### config.mk
export PLATFORM = sky130hd
export DESIGN_NAME = shift_flag_unit
export DESIGN_NICKNAME = d
export VERILOG_FILES = /design/src/rtl/shift_flag_pkg.sv /design/src/rtl/shift_core.sv /design/src/rtl/shift_flag_next.sv /design/src/rtl/shift_flag_unit.sv
export SDC_FILE = /design/constraint.sdc
export NUM_CORES = 1
export LEC_CHECK = 0
export CAP_MARGIN = 20
export CORE_MARGIN = 5
export CORE_UTILIZATION = 63
export CTS_BUF_LIST = sky130_fd_sc_hd__clkbuf_8
export CTS_CLUSTER_SIZE = 40
export DETAILED_ROUTE_END_ITERATION = 10
export GPL_TIMING_DRIVEN = 0
export PLACE_DENSITY = 0.95
export SLEW_MARGIN = 20
export SYNTH_ARGS = -nofsm -noshare
export SYNTH_HDL_FRONTEND = slang
export SYNTH_HIERARCHICAL = 1
export SYNTH_SLANG_ARGS = --single-unit
### constraint.sdc
create_clock -name clk_i -period 1.74 [get_ports clk_i]
set_clock_uncertainty 0.1 [all_clocks]
set_input_delay 0.174 -clock clk_i [delete_from_list [all_inputs] [get_ports clk_i]]
set_output_delay 0.174 -clock clk_i [all_outputs]
set_load 0.05 [all_outputs]
### src/rtl/shift_flag_pkg.sv
package shift_flag_pkg;

  typedef enum logic [1:0] {
    SH_LEFT  = 2'b00,
    SH_RIGHT = 2'b01,
    SH_ARITH = 2'b10,
    SH_ALT   = 2'b11
  } shift_op_e;

  typedef struct packed {
    logic ovf;
    logic sgn;
    logic zro;
    logic aux;
    logic par;
    logic cry;
  } flag_t;

endpackage

### src/rtl/shift_core.sv
module shift_core
  import shift_flag_pkg::*;
#(
  parameter int WIDTH = 32,
  parameter int CNT_W = 5
) (
  input  shift_op_e          op_i,
  input  logic [WIDTH-1:0]   data_i,
  input  logic [CNT_W-1:0]   cnt_i,
  output logic [WIDTH-1:0]   res_o,
  output logic               cout_o
);
  localparam int CNT_RANGE = 1 << CNT_W;

  logic [WIDTH:0]        left_ext, right_ext;
  logic signed [WIDTH:0] arith_ext;
  logic                  oversize;

  generate
    if (CNT_RANGE > WIDTH) begin : g_over
      assign oversize = (int'(cnt_i) >= WIDTH);
    end else begin : g_no_over
      assign oversize = 1'b0;
    end
  endgenerate

  always_comb begin
    left_ext  = {1'b0, data_i} << cnt_i;
    right_ext = {data_i, 1'b0} >> cnt_i;
    arith_ext = $signed({data_i, 1'b0}) >>> cnt_i;
    case (op_i)
      SH_LEFT: begin
        res_o  = left_ext[WIDTH-1:0];
        cout_o = oversize ? 1'b0 : left_ext[WIDTH];
      end
      SH_ARITH: begin
        res_o  = arith_ext[WIDTH:1];
        cout_o = arith_ext[0];
      end
      default: begin
        res_o  = right_ext[WIDTH:1];
        cout_o = oversize ? 1'b0 : right_ext[0];
      end
    endcase
  end

  always_comb begin
    if (op_i == SH_ARITH) begin
      p_sar_sign_r3: assert (res_o[WIDTH-1] == data_i[WIDTH-1]);
    end
  end

endmodule

### src/rtl/shift_flag_next.sv
module shift_flag_next
  import shift_flag_pkg::*;
#(
  parameter int WIDTH = 32
) (
  input  shift_op_e        op_i,
  input  logic             src_msb_i,
  input  logic [WIDTH-1:0] res_i,
  input  logic             cout_i,
  input  logic             cnt_zero_i,
  input  logic             cnt_one_i,
  input  flag_t            flags_q_i,
  output flag_t            flags_d_o
);
  logic ovf_one;

  always_comb begin
    case (op_i)
      SH_LEFT:  ovf_one = res_i[WIDTH-1] ^ cout_i;
      SH_ARITH: ovf_one = 1'b0;
      default:  ovf_one = src_msb_i;
    endcase
  end

  always_comb begin
    if (cnt_zero_i) begin
      flags_d_o = flags_q_i;
    end else begin
      flags_d_o.cry = cout_i;
      flags_d_o.par = ~^res_i[7:0];
      flags_d_o.aux = 1'b0;
      flags_d_o.zro = ~|res_i;
      flags_d_o.sgn = res_i[WIDTH-1];
      flags_d_o.ovf = cnt_one_i ? ovf_one : flags_q_i.ovf;
    end
  end

endmodule

### src/rtl/shift_flag_unit.sv
module shift_flag_unit
  import shift_flag_pkg::*;
#(
  parameter int WIDTH    = 32,
  parameter int CNT_IN_W = 8,
  parameter int CNT_W    = 5
) (
  input  logic                clk_i,
  input  logic                rst_ni,
  input  logic                valid_i,
  input  logic [1:0]          op_i,
  input  logic [WIDTH-1:0]    operand_i,
  input  logic [CNT_IN_W-1:0] count_i,
  output logic [WIDTH-1:0]    result_o,
  output logic [5:0]          flags_o
);
  shift_op_e        op;
  logic [CNT_W-1:0] cnt_m;
  logic [WIDTH-1:0] res_d, res_q;
  logic             cout;
  flag_t            flags_d, flags_q;

  assign op    = shift_op_e'(op_i);
  assign cnt_m = count_i[CNT_W-1:0];

  shift_core #(.WIDTH(WIDTH), .CNT_W(CNT_W)) u_core (
    .op_i   (op),
    .data_i (operand_i),
    .cnt_i  (cnt_m),
    .res_o  (res_d),
    .cout_o (cout)
  );

  shift_flag_next #(.WIDTH(WIDTH)) u_flags (
    .op_i       (op),
    .src_msb_i  (operand_i[WIDTH-1]),
    .res_i      (res_d),
    .cout_i     (cout),
    .cnt_zero_i (cnt_m == '0),
    .cnt_one_i  (cnt_m == CNT_W'(1)),
    .flags_q_i  (flags_q),
    .flags_d_o  (flags_d)
  );

  always_ff @(posedge clk_i or negedge rst_ni) begin
    if (!rst_ni) begin
      res_q   <= '0;
      flags_q <= '0;
    end else if (valid_i) begin
      res_q   <= res_d;
      flags_q <= flags_d;
    end
  end

  assign result_o = res_q;
  assign flags_o  = flags_q;

  p_zero_hold_r10: assert property (@(posedge clk_i) disable iff (!rst_ni)
    valid_i && cnt_m == '0 |=> $stable(flags_o));
  p_zero_pass_r10: assert property (@(posedge clk_i) disable iff (!rst_ni)
    valid_i && cnt_m == '0 |=> result_o == $past(operand_i));
  p_idle_hold_r11: assert property (@(posedge clk_i) disable iff (!rst_ni)
    !valid_i |=> $stable(result_o) && $stable(flags_o));
  p_ovf_keep_r7: assert property (@(posedge clk_i) disable iff (!rst_ni)
    valid_i && cnt_m > CNT_W'(1) |=> flags_o[5] == $past(flags_o[5]));
  p_aux_clear_r9: assert property (@(posedge clk_i) disable iff (!rst_ni)
    valid_i && cnt_m != '0 |=> !flags_o[2]);
  p_zero_flag_r8: assert property (@(posedge clk_i) disable iff (!rst_ni)
    valid_i && cnt_m != '0 |=> flags_o[3] == (result_o == '0));
  p_sar_ovf_r6: assert property (@(posedge clk_i) disable iff (!rst_ni)
    valid_i && cnt_m == CNT_W'(1) && op_i == 2'b10 |=> !flags_o[5]);

endmodule

==> results of run 1 <==
## cells in the mapped netlist (4+ instances only)
master     n  area share
mux4_2    69        0.25
nor2_1    67       0.040
nand2_1   58       0.034
mux2_2    56        0.10
clkbuf_1  42       0.025
mux2i_1   40       0.063
dfrtp_1   38        0.15
a21oi_1   22       0.017
buf_2     21       0.017
o21ai_0   21       0.017
nor3_1    17       0.013
inv_1     15      0.0089
buf_6     14       0.025
a211oi_1  11       0.013
nand3_1   11      0.0087
o21ai_1   10      0.0079
o22ai_1    9      0.0089
mux4_1     8       0.033
a211o_1    6      0.0083
a221oi_1   6      0.0083
nor2b_1    6      0.0059
o211ai_1   6      0.0071
a31oi_1    5      0.0050
nand3b_1   5      0.0059
nor4_1     5      0.0050
o221ai_1   5      0.0069
a32oi_1    4      0.0055
ha_1       4      0.0079
nand2b_1   4      0.0040
o32ai_1    4      0.0055
## routing by layer
metal	track usage	overflow
met1	0.768	1
met2	0.916	41
met3	0.656	3
met4	0.821	41
met5	0.317	0
## through the flow
step                hold slack [ps]  TNS, ps  worst slack, ps
floorplan                      -222   -11600             -979
global placement                390   -67430            -2310
detailed placement            -45.4   -56740            -2470
CTS                             122   -15280            -1000
## logic make-up after synthesis
group / after synthesis
multiplexers: 175
adder cells (fa/ha/maj): 4
AND/OR/NAND/NOR: 193
XOR/XNOR: 4
flip-flops: 38
AO/OA/AOI/OAI: 144
buffers and inverters: 100
## repair_timing
action	CTS
pin swaps	37
hold buffers	1
resized for setup	440
hold endpoints to repair	38
setup buffers	88
endpoints found under the setup margin	63
cloned	4
==> impl_summary.txt, run 1 <==
----------------------------------------------------
[Synthesis]
  Synthesized-area fraction occupied by xor and xnor cells ... 0.00555
  Adder and majority gate portion of the synthesized area ... 0.00792
  Synthesized-area fraction occupied by and/or/nand/nor cells ... 0.140
  Combinational family with the most area after synthesis ... multiplexers
  YS warnings ... 6
  Share of the synthesized area in compound gates (AO/OA/AOI/OAI) ... 0.161
  Post-synthesis mux area share ... 0.446
  Proportion of synthesized chip area in sequential cells ... 0.151
  Total nets after synthesis ... 707
  Number of different library cells in the post-synthesis netlist ... 73
  Dominant register cell in the synthesized netlist ... dfrtp_1
  Post-synthesis instance total ... 658
  Number of enable-type register cells in the synthesized netlist ... 0
  Share of flip-flops with an asynchronous set or reset after synthesis ... 1.00
  Post-Synthesis Mean Instance Area ... 9.60 um^2
  Flops & latches, synth ... 38
  Syn Std Cell Area ... 0.00632 mm^2

[Placed design]
  Half-perimeter wire length after detailed placement ... 20.5 mm
  Number of cells in the design after placement ... 870
  Instance area at placement ... 0.00741 mm^2
  Final weighted congestion in routability-driven placement ... 1.18
  Count of input and output buffers ... 78

[Floorplan]
  Horizontal die dimension ... 110 um
  Initial core utilization ... 0.646
  Die span in y ... 110 um
  Top-Level Pins ... 83
  Number of rows in the core area ... 36

[Global route]
  Via count of the first global-routing pass ... 10.3k
  Overflow left after global routing ... 86
  Global-route wire length before repair ... 69.1 mm
  Overall track demand over capacity in global routing ... 0.781
  Largest net degree at the start of global routing ... 30

[Clock tree]
  Number of buffers added by the clock tree synthesis step ... 5
  Maximum buffer depth of the clock tree ... 2
  Root buf cell ... clkbuf_8
  # H-tree levels ... 2
  Clock tree sinks ... 38

[Outcome]
  First logged error message ... [ERROR GRT-0116] Global routing finished with congestion. Check the congestion regions in the DRC Viewer.
  Last flow stage reached ... global routing (5_1_grt)
  Status ... aborted with a tool error

----------------------------------------------------
==> inputs of run 2 (changes only) <==
CORE_UTILIZATION = 40   (was 63)
CTS_BUF_LIST = default   (was sky130_fd_sc_hd__clkbuf_8)
CTS_CLUSTER_SIZE = default   (was 40)
PLACE_DENSITY = default   (was 0.95)
PLACE_DENSITY_LB_ADDON = 0.15   (was default)
==> run 2 against run 1 <==
The flow now finishes, with violations (negative setup slack). Synthesized cell count did not move. Synthesized area did not move.
==> impl_summary.txt, run 2 <==
----------------------------------------------------
[Layout]
  Final standard cell count with taps included and fillers excluded ... 1101
  Area added between synthesis and finish ... 70.4%
  Multi-input gate area ... 0.00608 mm^2
  Number of flip-flops under the largest register name ... 32
  Fraction of layout instances using a drive strength above 1 ... 0.636
  Final standard cell utilization of the core ... 0.685
  Most used cells in the layout excluding fill and tap cells ... buf_4 (101), mux4_2 (75), nor2_1 (48), nand2_1 (48)
  Filler Cell Count ... 1168
  Antenna cell count ... 0
  Most common cell after layout, fill and taps aside ... buf_4
  Nets@finish ... 933
  Register area ... 951 um^2

[Timing]
  Remaining max-slew budget at the tightest pin ... 0.315
  RSZ-0062 raised after global routing ... yes
  Setup ws final ... -1100 ps
  Max Fclk ... 352 MHz
  Time the final worst path needs with I/O delays and setup ... 2840 ps
  Pin slew with the least headroom to its limit ... 1020 ps
  Setup violations, final ... 37
  Max Transition Viols Final ... 0
  Period utilization ... 1.63
  Number of failing hold endpoints at the final stage ... 0

[Floorplan]
  Initial core utilization ... 0.402
  Core Footprint ... 0.0157 mm^2
  Die Outline Area ... 0.0184 mm^2
  Top-Level Pins ... 83
  Number of rows in the core area ... 46
  Die span in y ... 136 um
  Horizontal die dimension ... 136 um

[Clock tree]
  # H-tree levels ... 2
  Maximum buffer depth of the clock tree ... 2
  Number of buffers added by the clock tree synthesis step ... 5
  TritonCTS clock tree ... built
  Worst skew pair latency ... 280 ps
  Root buf cell ... clkbuf_16
  Clock tree sinks ... 38
  Clk pin slew, worst setup/hold paths ... 60 ps

[Critical path]
  Worst setup SP type ... input pin
  Cell with the largest stage delay on the worst path ... a211oi_2
  Arrival time at the worst endpoint ... 2910 ps
  Worst Setup Path Type ... in -> reg
  Data required time of the worst path ... 1800 ps
  Largest stage delay on the critical path ... 320 ps
  Maximum net fanout on the critical path ... 10
  CP Capture Type ... flop
  Critical path cell sequence ... buf_12 > buf_12 > buf_4 > buf_4 > nand2_1 > o221ai_2 > nor3_2 > nor3_2 > a211oi_2 > inv_1 > ha_4 > xor2_2 > xnor2_1 > o21ai_1 > mux2_4

[Detailed routing]
  Antenna viol nets, final ... 0
  Total wire length ... 33.8 mm
  WL per Instance ... 30.7 um
  Count of unresolved DRC violations after routing ... 0
  Initial drt markers ... 773
  Drt first pass iters ... 6
  Number of vias in the routed layout ... 7449
  Vias/cell ... 6.77

[Synthesis]
  Post-Synthesis Mean Instance Area ... 9.60 um^2
  Cells taking the most area after synthesis ... mux4_2 (25%), dfrtp_1 (15%), mux2_2 (10%)
  Most used standard cells in the synthesized netlist ... mux4_2 (69), nor2_1 (67), nand2_1 (58)
  YS warnings ... 6
  Share of flip-flops with an asynchronous set or reset after synthesis ... 1.00
  Syn Std Cell Area ... 0.00632 mm^2
  Flops & latches, synth ... 38
  Share of the synthesized area in the top cell type ... 0.246
  Most frequently used cell type in the post-synthesis netlist ... mux4_2
  Number of different library cells in the post-synthesis netlist ... 73
  Total nets after synthesis ... 707
  Number of enable-type register cells in the synthesized netlist ... 0
  Post-synth top area cell ... mux4_2
  Dominant register cell in the synthesized netlist ... dfrtp_1
  Proportion of synthesized chip area in sequential cells ... 0.151
  Post-synthesis instance total ... 658

[Hold path]
  Min-Delay Path Class ... in -> reg

[Placed design]
  Final weighted congestion in routability-driven placement ... 0.976
  Number of cells in the design after placement ... 953
  Half-perimeter wire length after detailed placement ... 23.6 mm
  Count of input and output buffers ... 78

[Global route]
  Overflow left after global routing ... 0
  Overall track demand over capacity in global routing ... 0.352
  Global-route wire length before repair ... 48.5 mm
  Via count of the first global-routing pass ... 7464
  Largest net degree at the start of global routing ... 31
  Number of antenna violations at the first check in global routing ... 0

[Power]
  Max rail drop VDD ... 0.619 mV
  Post-layout total power ... 6790 uW
  Static power due to leakage ... 0.00458 uW
  Power per Cell Area ... 630 mW/mm^2

[Outcome]
  Status ... finished with violations
  Violations in the final reports ... negative setup slack

[Run]
  Max-capacitance violation count ... 0

----------------------------------------------------
-- run 2: cell counts after synthesis --
Identical to the previous run, type by type.
-- run 2: layout make-up --
cell class,instances,share of cell area
Buffer,83,0.0967
Clock buffer,6,0.0129
Clock inverter,2,0.00558
Inverter,16,0.00616
Multi-Input combinational cell,520,0.565
Sequential cell,38,0.0883
Tap cell,216,0.0251
Timing Repair Buffer,220,0.200
-- run 2: final timing paths --
check,depth (start not counted),endpoint,startpoint,slack (ps)
max in group asynchronous,3,flags_o[1],rst_ni,920
min in group asynchronous,2,result_o[19],rst_ni,190
min reg2reg,1,result_o[28],result_o[28],410
min,2,flags_o[5],valid_i,150
max reg2reg,2,flags_o[4],flags_o[4],600
max,15,flags_o[1],count_i[0],-1100
-- run 2: repair_timing --
| item | in CTS | in global routing |
|---|---|---|
| pin swaps | 41 | 58 |
| cloned | 5 | 1 |
| resized for setup | 464 | 127 |
| endpoints found under the hold margin | 38 | 0 |
| hold buffers | 1 | 0 |
| setup endpoints to repair | 41 | 63 |
| buffers inserted | 92 | 45 |
-- run 2: cells by family (layout without fill, tap and decap cells) --
logic type / Yosys count / in the layout / share of synthesized area
xor gates and xnor gates: 4 / 4 / 0.00555
muxes: 175 / 175 / 0.446
AOI/OAI and AO/OA: 144 / 144 / 0.161
DFF: 38 / 38 / 0.151
and+or+nand+nor: 193 / 193 / 0.140
buffers and inverters: 100 / 327 / 0.0891
adders and majority gates: 4 / 4 / 0.00792
-- run 2: layer usage --
layer,track usage,wire length [um],up-vias
li1,-,-,3030
met1,0.430,12300,3653
met2,0.590,15700,615
met3,0.0613,3260,151
met4,0.192,2520,0
met5,0,0,-
-- run 2: metrics by stage --
step / setup TNS, ps / cell area [um^2] / hold slack, ps / worst slack, ps
3_5_place_dp: -62800 / 7510 / -50.0 / -2650
4_1_cts: -16660 / 9940 / 148 / -1040
6_report: -20840 / 10800 / 154 / -1100
2_1_floorplan: -11600 / 6440 / -222 / -979
3_3_place_gp: -77580 / 7500 / 390 / -2650
5_1_grt: -22270 / 10800 / 172 / -1160
-- run 2: critical path: cells and delay by family --
kind | cells | cell delay [ps]
adder cells (fa/ha/maj) | 1 | 290
multiplexers | 1 | 270
AND/OR/NAND/NOR | 3 | 520
XOR/XNOR | 2 | 300
buffers and inverters | 5 | 810
AO/OA/AOI/OAI | 3 | 530
-- run 2: report_power, final --
group	total, uW	switching [uW]	leakage [uW]	internal [uW]
sequential	1140	95.0	0.000466	1040
clock	1210	353	0.0000971	860
combinational	4440	2400	0.00401	2030
total	6790	2850	0.00458	3940
Note: power is estimated with default switching activity, not from simulation.
